File: src/rtl/bsvmm_pkg.sv
// Package: shared helpers for the bit-serial vector-matrix array.
// Assumes elaboration-time constant arguments only.
package bsvmm_pkg;
    // Right shift the quantizer applies so an N-wide count fits in qw bits.
    function automatic int quant_shift(input int n, input int qw);
        int cw;
        cw = $clog2(n + 1);
        return (cw > qw) ? (cw - qw) : 0;
    endfunction

    // Sequencer states.
    typedef enum logic {SEQ_IDLE = 1'b0, SEQ_RUN = 1'b1} seq_state_e;
endpackage

File: src/rtl/bsvmm_plane_store.sv
// Module: bit-plane weight store built from two serial lanes.
// The even lane fills even columns and the odd lane fills odd columns.
// A new bit enters at the top of each lane, so the first bit loaded
// ends at index 0. Loading is blocked while a run is active.
module bsvmm_plane_store #(
    parameter int ROWS = 4,
    parameter int HALF = 4
) (
    input  logic                 clk,
    input  logic                 rst_n,
    input  logic                 shift_en,
    input  logic                 even_bit,
    input  logic                 odd_bit,
    output logic [ROWS*HALF-1:0] lane_even,
    output logic [ROWS*HALF-1:0] lane_odd
);
    localparam int LEN = ROWS * HALF;

    // Shift both lanes together on each accepted load pulse.
    always_ff @(posedge clk) begin
        if (!rst_n) begin
            lane_even <= '0;
            lane_odd  <= '0;
        end else if (shift_en) begin
            lane_even <= {even_bit, lane_even[LEN-1:1]};
            lane_odd  <= {odd_bit,  lane_odd[LEN-1:1]};
        end
    end
endmodule

File: src/rtl/bsvmm_vec_serializer.sv
// Module: input vector register that shifts out one bit-plane per step.
// Element n lives at [n*JW +: JW]; bit 0 of each element is the
// current plane. Resets to zero, and a run leaves it at zero.
module bsvmm_vec_serializer #(
    parameter int N  = 8,
    parameter int JW = 3
) (
    input  logic            clk,
    input  logic            rst_n,
    input  logic            load,
    input  logic [N*JW-1:0] data,
    input  logic            step,
    output logic [N-1:0]    plane
);
    logic [N*JW-1:0] vec_q;

    // Load a fresh vector or shift every element right by one bit.
    always_ff @(posedge clk) begin
        if (!rst_n) begin
            vec_q <= '0;
        end else if (load) begin
            vec_q <= data;
        end else if (step) begin
            for (int n = 0; n < N; n++) begin
                vec_q[n*JW +: JW] <= {1'b0, vec_q[n*JW+1 +: JW-1]};
            end
        end
    end

    // Pick the least significant bit of each element as the current plane.
    always_comb begin
        for (int n = 0; n < N; n++) begin
            plane[n] = vec_q[n*JW];
        end
    end
endmodule

File: src/rtl/bsvmm_row_unit.sv
// Module: one binary row. It ANDs the stored bits with the input plane,
// counts the ones, quantizes the count to QW bits (shift, then
// saturate) and registers the result when enabled.
module bsvmm_row_unit #(
    parameter int N  = 8,
    parameter int QW = 6
) (
    input  logic          clk,
    input  logic          rst_n,
    input  logic          en,
    input  logic [N-1:0]  wrow,
    input  logic [N-1:0]  xplane,
    output logic [QW-1:0] q
);
    import bsvmm_pkg::*;

    localparam int CW   = $clog2(N + 1);
    localparam int SH   = quant_shift(N, QW);
    localparam int QMAX = (1 << QW) - 1;

    logic [N-1:0]  prod;
    logic [CW-1:0] cnt;
    logic [CW-1:0] scaled;
    logic [QW-1:0] q_next;

    // Binary products and their population count.
    always_comb begin
        prod = wrow & xplane;
        cnt  = '0;
        for (int n = 0; n < N; n++) begin
            cnt = cnt + CW'(prod[n]);
        end
    end

    // Quantizer: scale into range, then clip at full scale.
    always_comb begin
        scaled = cnt >> SH;
        if (int'(scaled) > QMAX) begin
            q_next = QW'(QMAX);
        end else begin
            q_next = QW'(scaled);
        end
    end

    // Hold the quantized partial for one output cycle.
    always_ff @(posedge clk) begin
        if (!rst_n) begin
            q <= '0;
        end else if (en) begin
            q <= q_next;
        end
    end
endmodule

File: src/rtl/bsvmm_sequencer.sv
// Module: run control. It accepts start only when idle, steps the
// input-bit index over JW cycles and registers the valid, index and
// done outputs.
module bsvmm_sequencer #(
    parameter int JW = 3
) (
    input  logic                           clk,
    input  logic                           rst_n,
    input  logic                           start,
    output logic                           busy,
    output logic                           valid,
    output logic [(JW>1?$clog2(JW):1)-1:0] j_out,
    output logic                           done
);
    import bsvmm_pkg::*;

    localparam int JBW = (JW > 1) ? $clog2(JW) : 1;
    localparam logic [JBW-1:0] JLAST = JBW'(JW - 1);

    seq_state_e     state;
    logic [JBW-1:0] jcnt;

    assign busy = (state == SEQ_RUN);

    // State and bit index: start only from idle, stop after the last bit.
    always_ff @(posedge clk) begin
        if (!rst_n) begin
            state <= SEQ_IDLE;
            jcnt  <= '0;
        end else if (state == SEQ_IDLE) begin
            if (start) begin
                state <= SEQ_RUN;
                jcnt  <= '0;
            end
        end else if (jcnt == JLAST) begin
            state <= SEQ_IDLE;
            jcnt  <= '0;
        end else begin
            jcnt <= jcnt + 1'b1;
        end
    end

    // Output strobes, aligned with the registered partials.
    always_ff @(posedge clk) begin
        if (!rst_n) begin
            valid <= 1'b0;
            done  <= 1'b0;
            j_out <= '0;
        end else begin
            valid <= busy;
            done  <= busy && (jcnt == JLAST);
            if (busy) begin
                j_out <= jcnt;
            end
        end
    end
endmodule

File: src/rtl/bsvmm_array.sv
// Module: top of the bit-serial binary-decomposed vector-matrix array.
// It holds M*IW binary rows of N bits, with row r = m*IW + i carrying
// bit i of matrix row m. Each run streams JW input bit-planes, LSB
// first, and emits one quantized count per binary row per cycle.
// Assumes N is even (the two load lanes have equal length).
module bsvmm_array #(
    parameter int M  = 2,
    parameter int N  = 8,
    parameter int IW = 2,
    parameter int JW = 3,
    parameter int QW = 6
) (
    input  logic                           clk,
    input  logic                           rst_n,
    input  logic                           ld_en,
    input  logic                           ld_even,
    input  logic                           ld_odd,
    input  logic                           vec_load,
    input  logic [N*JW-1:0]                vec_data,
    input  logic                           start,
    output logic                           busy,
    output logic                           part_valid,
    output logic [(JW>1?$clog2(JW):1)-1:0] part_j,
    output logic [M*IW*QW-1:0]             part_q,
    output logic                           done
);
    localparam int ROWS = M * IW;
    localparam int HALF = N / 2;

    logic [ROWS*HALF-1:0] w_even;
    logic [ROWS*HALF-1:0] w_odd;
    logic [N-1:0]         xplane;

    bsvmm_sequencer #(.JW(JW)) u_seq (
        .clk   (clk),
        .rst_n (rst_n),
        .start (start),
        .busy  (busy),
        .valid (part_valid),
        .j_out (part_j),
        .done  (done)
    );

    bsvmm_plane_store #(.ROWS(ROWS), .HALF(HALF)) u_store (
        .clk       (clk),
        .rst_n     (rst_n),
        .shift_en  (ld_en && !busy),
        .even_bit  (ld_even),
        .odd_bit   (ld_odd),
        .lane_even (w_even),
        .lane_odd  (w_odd)
    );

    bsvmm_vec_serializer #(.N(N), .JW(JW)) u_vec (
        .clk   (clk),
        .rst_n (rst_n),
        .load  (vec_load && !busy),
        .data  (vec_data),
        .step  (busy),
        .plane (xplane)
    );

    // One row unit per binary row; interleave the two lanes into columns.
    for (genvar r = 0; r < ROWS; r++) begin : g_row
        logic [N-1:0] wrow;
        for (genvar c = 0; c < HALF; c++) begin : g_col
            assign wrow[2*c]   = w_even[r*HALF + c];
            assign wrow[2*c+1] = w_odd[r*HALF + c];
        end
        bsvmm_row_unit #(.N(N), .QW(QW)) u_row (
            .clk    (clk),
            .rst_n  (rst_n),
            .en     (busy),
            .wrow   (wrow),
            .xplane (xplane),
            .q      (part_q[r*QW +: QW])
        );
    end
endmodule

File: config.mk
export PLATFORM = sky130hd
export DESIGN_NAME = bsvmm_array
export DESIGN_NICKNAME = d
export VERILOG_FILES = /design/src/rtl/bsvmm_pkg.sv /design/src/rtl/bsvmm_plane_store.sv /design/src/rtl/bsvmm_vec_serializer.sv /design/src/rtl/bsvmm_row_unit.sv /design/src/rtl/bsvmm_sequencer.sv /design/src/rtl/bsvmm_array.sv
export SDC_FILE = /design/constraint.sdc
export NUM_CORES = 1
export LEC_CHECK = 0
export ABC_AREA = 1
export BUFFER_PORTS_ARGS = -buffer_cell sky130_fd_sc_hd__buf_2
export CAP_MARGIN = 20
export CORE_UTILIZATION = 40
export CTS_CLUSTER_SIZE = 14
export DETAILED_ROUTE_END_ITERATION = 10
export SYNTH_ARGS = -nofsm -noshare
export SYNTH_HDL_FRONTEND = slang
export SYNTH_SLANG_ARGS = --single-unit
File: constraint.sdc
create_clock -name clk -period 4.1 [get_ports clk]
set_input_delay 0.41 -clock clk [delete_from_list [all_inputs] [get_ports clk]]
set_output_delay 0.41 -clock clk [all_outputs]
set_load 0.1 [all_outputs]
# After elaboration in Yosys (flattened, before gate mapping)
# Index checks and enable logic that the tools add are counted.
# totals
memories	0
inputBits	31
rom_bits	0
reg_bits	79
ramBits	0
latch_bits	0
# op_classes
n_shift	0
eq_ne	1
div_mod_pow	0
n_reduce_logical	6
add_sub_neg	29
n_mul	0
bitwise_logic	4
order_cmp	0
n_mux	8
# op_table
operator	n
adder 4 x 1 -> 4 bit	24
2-to-1 mux 24 bit	2
bitwise AND 8 bit	4
adder 1 x 1 -> 2 bit	4
2-to-1 mux 2 bit	3
nonzero test 2 bit	2
logical AND 1 bit	3
2-to-1 mux 1 bit	3
adder 2 x 1 -> 2 bit (second input constant)	1
== test 2 bit (second input constant)	1
logical NOT 1 bit	1

# Longest topological paths before layout
# logic_depth
depth_word	8
ltp_mapped	14
mapped_depth_nobuf	14

# Hierarchy
# A second synthesis with hierarchy kept.
# unflattened
hier_cells	634
hier_area_um2	4310.4
# modules_own_cells
mod	n_inst	seq_area_each_um2	cells_each	area_each_um2
bsvmm_row_unit	4	80.1	56	382.9
bsvmm_plane_store	1	640.6	202	1335.0
bsvmm_vec_serializer	1	480.5	173	1192.4
bsvmm_sequencer	1	140.1	31	236.5
bsvmm_array	1	0.0	4	15.0

# Least setup slack after synthesis
# OpenSTA, ideal clock, no wires.
# synth_path
path_type	register to register
startpoint	register u_vec.vec_q[0]
endpoint	register g_row[1].u_row.q[2]
path_stages_with_launch	13
arrival_ps	2958
setup_slack_ps	1086
n_path_buf	0
cell_sequence	dfxtp_1 nand2_1 inv_1 ha_1 inv_1 fa_1 fa_1 fa_1 fa_1 or2_2 nand3_1 nand2_1 inv_1
# synth_between
elab_chain_len	8
# synth_rtl
element	line_no	text
start: declaration	bsvmm_vec_serializer.sv:15	logic [N*JW-1:0] vec_q;
start signal: assignment	bsvmm_vec_serializer.sv:22	vec_q <= data;
start signal: indexed assignment	bsvmm_vec_serializer.sv:25	vec_q[n*JW +: JW] <= {1'b0, vec_q[n*JW+1 +: JW-1]};
bitwise AND 8 bit	bsvmm_row_unit.sv:28	prod = wrow & xplane;
adder 1 x 1 -> 2 bit	bsvmm_row_unit.sv:31	cnt = cnt + CW'(prod[n]);
adder 4 x 1 -> 4 bit (6 in series)	bsvmm_row_unit.sv:31	
end signal: assignment	bsvmm_row_unit.sv:50	q <= q_next;
end: declaration	bsvmm_row_unit.sv:13	output logic [QW-1:0] q
# No other way between the ends.
# A chain may end at the register's enable or synchronous reset.

# Worst setup path in the final report
# layout_path
startpoint	register u_vec.vec_q[0]
endpoint	register g_row[2].u_row.q[2]
# layout_between
elab_chain_len	8
# layout_rtl
element	line_no
bitwise AND 8 bit	bsvmm_row_unit.sv:28
adder 1 x 1 -> 2 bit	bsvmm_row_unit.sv:31
adder 4 x 1 -> 4 bit (6 in series)	bsvmm_row_unit.sv:31
end signal: assignment	bsvmm_row_unit.sv:50
end: declaration	bsvmm_row_unit.sv:13
# No other way between the ends.

==> flow_summary.json <==
{
  "status": "completed",
  "holdWs_ns": 0.3062,
  "synthArstFlopShare_pct": 0,
  "coreArea_um2": 9240,
  "yosysWarnings": 0,
  "grt_util_all_layers_pct": 18.84,
  "synth_seq_cells": 79,
  "portBuffers": 51,
  "syn_avg_cell_area_um2": 7.379,
  "wire_per_inst_um": 12.54,
  "nNetsFinal": 614,
  "fillers": 929,
  "cap_violations": 0,
  "cts.path.max_buffers": 2,
  "rsz0062_at_grt": "false",
  "crit_arrival_ns": 3.48,
  "cts_tree": "done",
  "die-area_um2": 9932,
  "hold_depth": 3,
  "antenna_cells": 0,
  "seqCellArea_um2": 1583,
  "drv_slew": 0,
  "syn_to_final_growth_pct": 13.18,
  "start_kind": "flop",
  "insertion_delay_ns": 0.34,
  "syn_area_um2": 3815,
  "crit_path_cell_trace": "nand2_1 -> inv_1 -> ha_1 -> inv_1 -> fa_1 -> fa_1 -> fa_1 -> fa_1 -> or2_2 -> nand3_1 -> nand2_1 -> inv_1",
  "place.gp.congestion": 0.7940,
  "max_freq_mhz": 314.5,
  "cts_resized": 0,
  "setup_tns_ns": 0,
  "grt.overflow.total": 0,
  "slowest_stage": "fa_1",
  "placed_area_um2": 4081,
  "synth.most_common_cell": "nand2_1",
  "cts_hold_buf": 0,
  "path_max_fanout": 5,
  "power_per_cell_area_nw_per_um2": 432.9,
  "clkSlewWorstSetupHoldPaths_ns": 0.09,
  "finalSetupViolations": 0,
  "grt_pass1_wl_mm": 14.78,
  "yosys.area.top_type": "dfxtp_1",
  "worst_clock_skew_ns": 0.01011,
  "yosysSeqAreaShare_pct": 41.46,
  "detail_route.first_pass.iterations": 4,
  "required_ns": 4.40,
  "leakage_nw": 2.138,
  "p_switching_mw": 0.5726,
  "dp_hpwl_mm": 5.835,
  "crit_type": "flop to flop",
  "p_int_mw": 1.297,
  "vias": 3207,
  "combPwrFrac_pct": 17.2,
  "end_kind": "flop",
  "worstHoldPathType": "primary input to flop",
  "rows": 35,
  "io_pins": 60,
  "die_h_um": 99.66,
  "dp_cells": 673,
  "synth_top_area_share_pct": 41.46,
  "postCtsSetupRepairBufs": 0,
  "worstRegToRegCells": 12,
  "grt_max_degree": 60,
  "dieWidth_um": 99.66,
  "slowest_delay_ns": 0.52,
  "drc_errors": 0,
  "irDropWorstVdd_uv": 212.3,
  "multi_input_area_um2": 1846,
  "synth_flop_cell": "dfxtp_1",
  "numCtsBuffers": 9,
  "synth.distinct_cells": 21,
  "initial_core_util_pct": 41.29,
  "worstMarginPinSlew_ns": 0.7888,
  "drt_iter0_markers": 195,
  "timing.final.crit_share_pct": 77.56,
  "root_buffer": "clkbuf_8",
  "instances_no_fill": 689,
  "p_clk_share_pct": 36.8,
  "cts_htree_levels": 3,
  "swShare_pct": 30.64,
  "seq_power_share_pct": 46.0,
  "drive_gt1_share_pct": 13.75,
  "synth_edf_count": 0,
  "routed_wl_mm": 8.641,
  "yosys-top-cells-count": "nand2_1 (117), nor2_1 (88), dfxtp_1 (79)",
  "reg2reg_slack_ns": 0.92,
  "detail-route-antenna-nets": 0,
  "cpMostUsedCell": "fa_1",
  "grt_antenna_before_repair": 0,
  "hold_viol_final": 0,
  "final_area_um2": 4318,
  "synth_cells": 517,
  "slew-limit-headroom_pct": 47.36,
  "post-route-min-period_ns": 3.180,
  "vias_per_cell": 4.655,
  "yosys-top-cells-area": "dfxtp_1 (41%), nand2_1 (12%), nor2_1 (8.7%)",
  "grt_pass1_vias": 2976,
  "cts_sinks": 79
}
## power by group through the flow
stage / Sequential [mW] / Combinational (mW) / Clock [mW]
2_1_floorplan: 0.963 / 0.177 / 0
3_3_place_gp: 0.875 / 0.321 / 0
3_5_place_dp: 0.877 / 0.323 / 0
4_1_cts: 0.859 / 0.324 / 0.705
5_1_grt: 0.867 / 0.354 / 0.737
6_report: 0.859 / 0.321 / 0.688
## logic make-up after synthesis
family | after synthesis | share of synthesized area [%]
AND/OR/NAND/NOR | 256 | 27.19
buffers and inverters | 92 | 10.86
flip-flops | 79 | 41.46
AO/OA/AOI/OAI | 61 | 8.068
adder cells (fa/ha/maj) | 28 | 12.33
other | 1 | 0.09830
## registers in the layout, indices dropped and copies added (netlist names)
signal             count
u_vec.vec_q           24
g_row.u_row.q         16
u_store.lane_even     16
u_store.lane_odd      16
u_seq.j_out            2
u_seq.jcnt             2
u_seq.busy             1
u_seq.done             1
u_seq.valid            1
## final cells by class
class	count	area share [%]
inverters	59	5.129
flip-flops and latches	79	36.66
multi-input cells	353	42.74
repair buffers	53	6.259
clock inverters	6	2.521
clock buffers	10	2.956
well taps	129	3.738
## cell usage in the layout (no fill, tap or decap)
cell type / instances
nand3_1: 45
fa_1: 16
buf_2: 51
nand2_2: 1
ha_1: 12
clkbuf_8: 9
buf_4: 2
conb_1: 8
o21ai_0: 42
dfxtp_1: 78
clkbuf_1: 1
a211oi_1: 1
clkinv_4: 1
bufinv_16: 3
nor2_1: 88
or2_2: 3
nor2_2: 1
nand2_1: 117
inv_2: 2
dfxtp_2: 1
clkinv_2: 2
inv_1: 57
a21oi_1: 18
nor2_4: 1
## stage by stage
step                setup WS (ns)  util [%]  power (mW)
CTS                        0.8961     46.73       1.889
floorplan                   1.086         -       1.140
global placement           0.9841     44.17       1.196
detailed placement         0.9162     44.17       1.200
finish                     0.9201     46.73       1.869
global route               0.7558     46.73       1.958
## worst paths after layout
kind	from	endpoint
hold / removal	vec_data[8]	u_vec.vec_q[8]$_SDFFE_PN0P_
setup / recovery	u_vec.vec_q[0]$_SDFFE_PN0P_	g_row[2].u_row.q[2]$_SDFFE_PN0P_
hold reg to reg	u_seq.j_out[0]$_SDFFE_PN0P_	u_seq.j_out[0]$_SDFFE_PN0P_
setup reg to reg	u_vec.vec_q[0]$_SDFFE_PN0P_	g_row[2].u_row.q[2]$_SDFFE_PN0P_
## layer usage
metal	share of wire, %	vias up	global-route usage (%)	wire length, um
li1	-	1662	-	-
met4	1.1	0	5.769	91
met5	0	-	0	0
met3	3.9	9	3.514	336
met2	44	57	29.76	3840
met1	51	1479	26.09	4373
## critical path: cells and delay by family, from the launching register on
family	cells	cell delay [ns]
adder cells (fa/ha/maj)	5	2.16
buffers and inverters	3	0.14
flip-flops	1	0.36
AND/OR/NAND/NOR	4	0.47
Note: power is estimated with default switching activity, not from simulation.
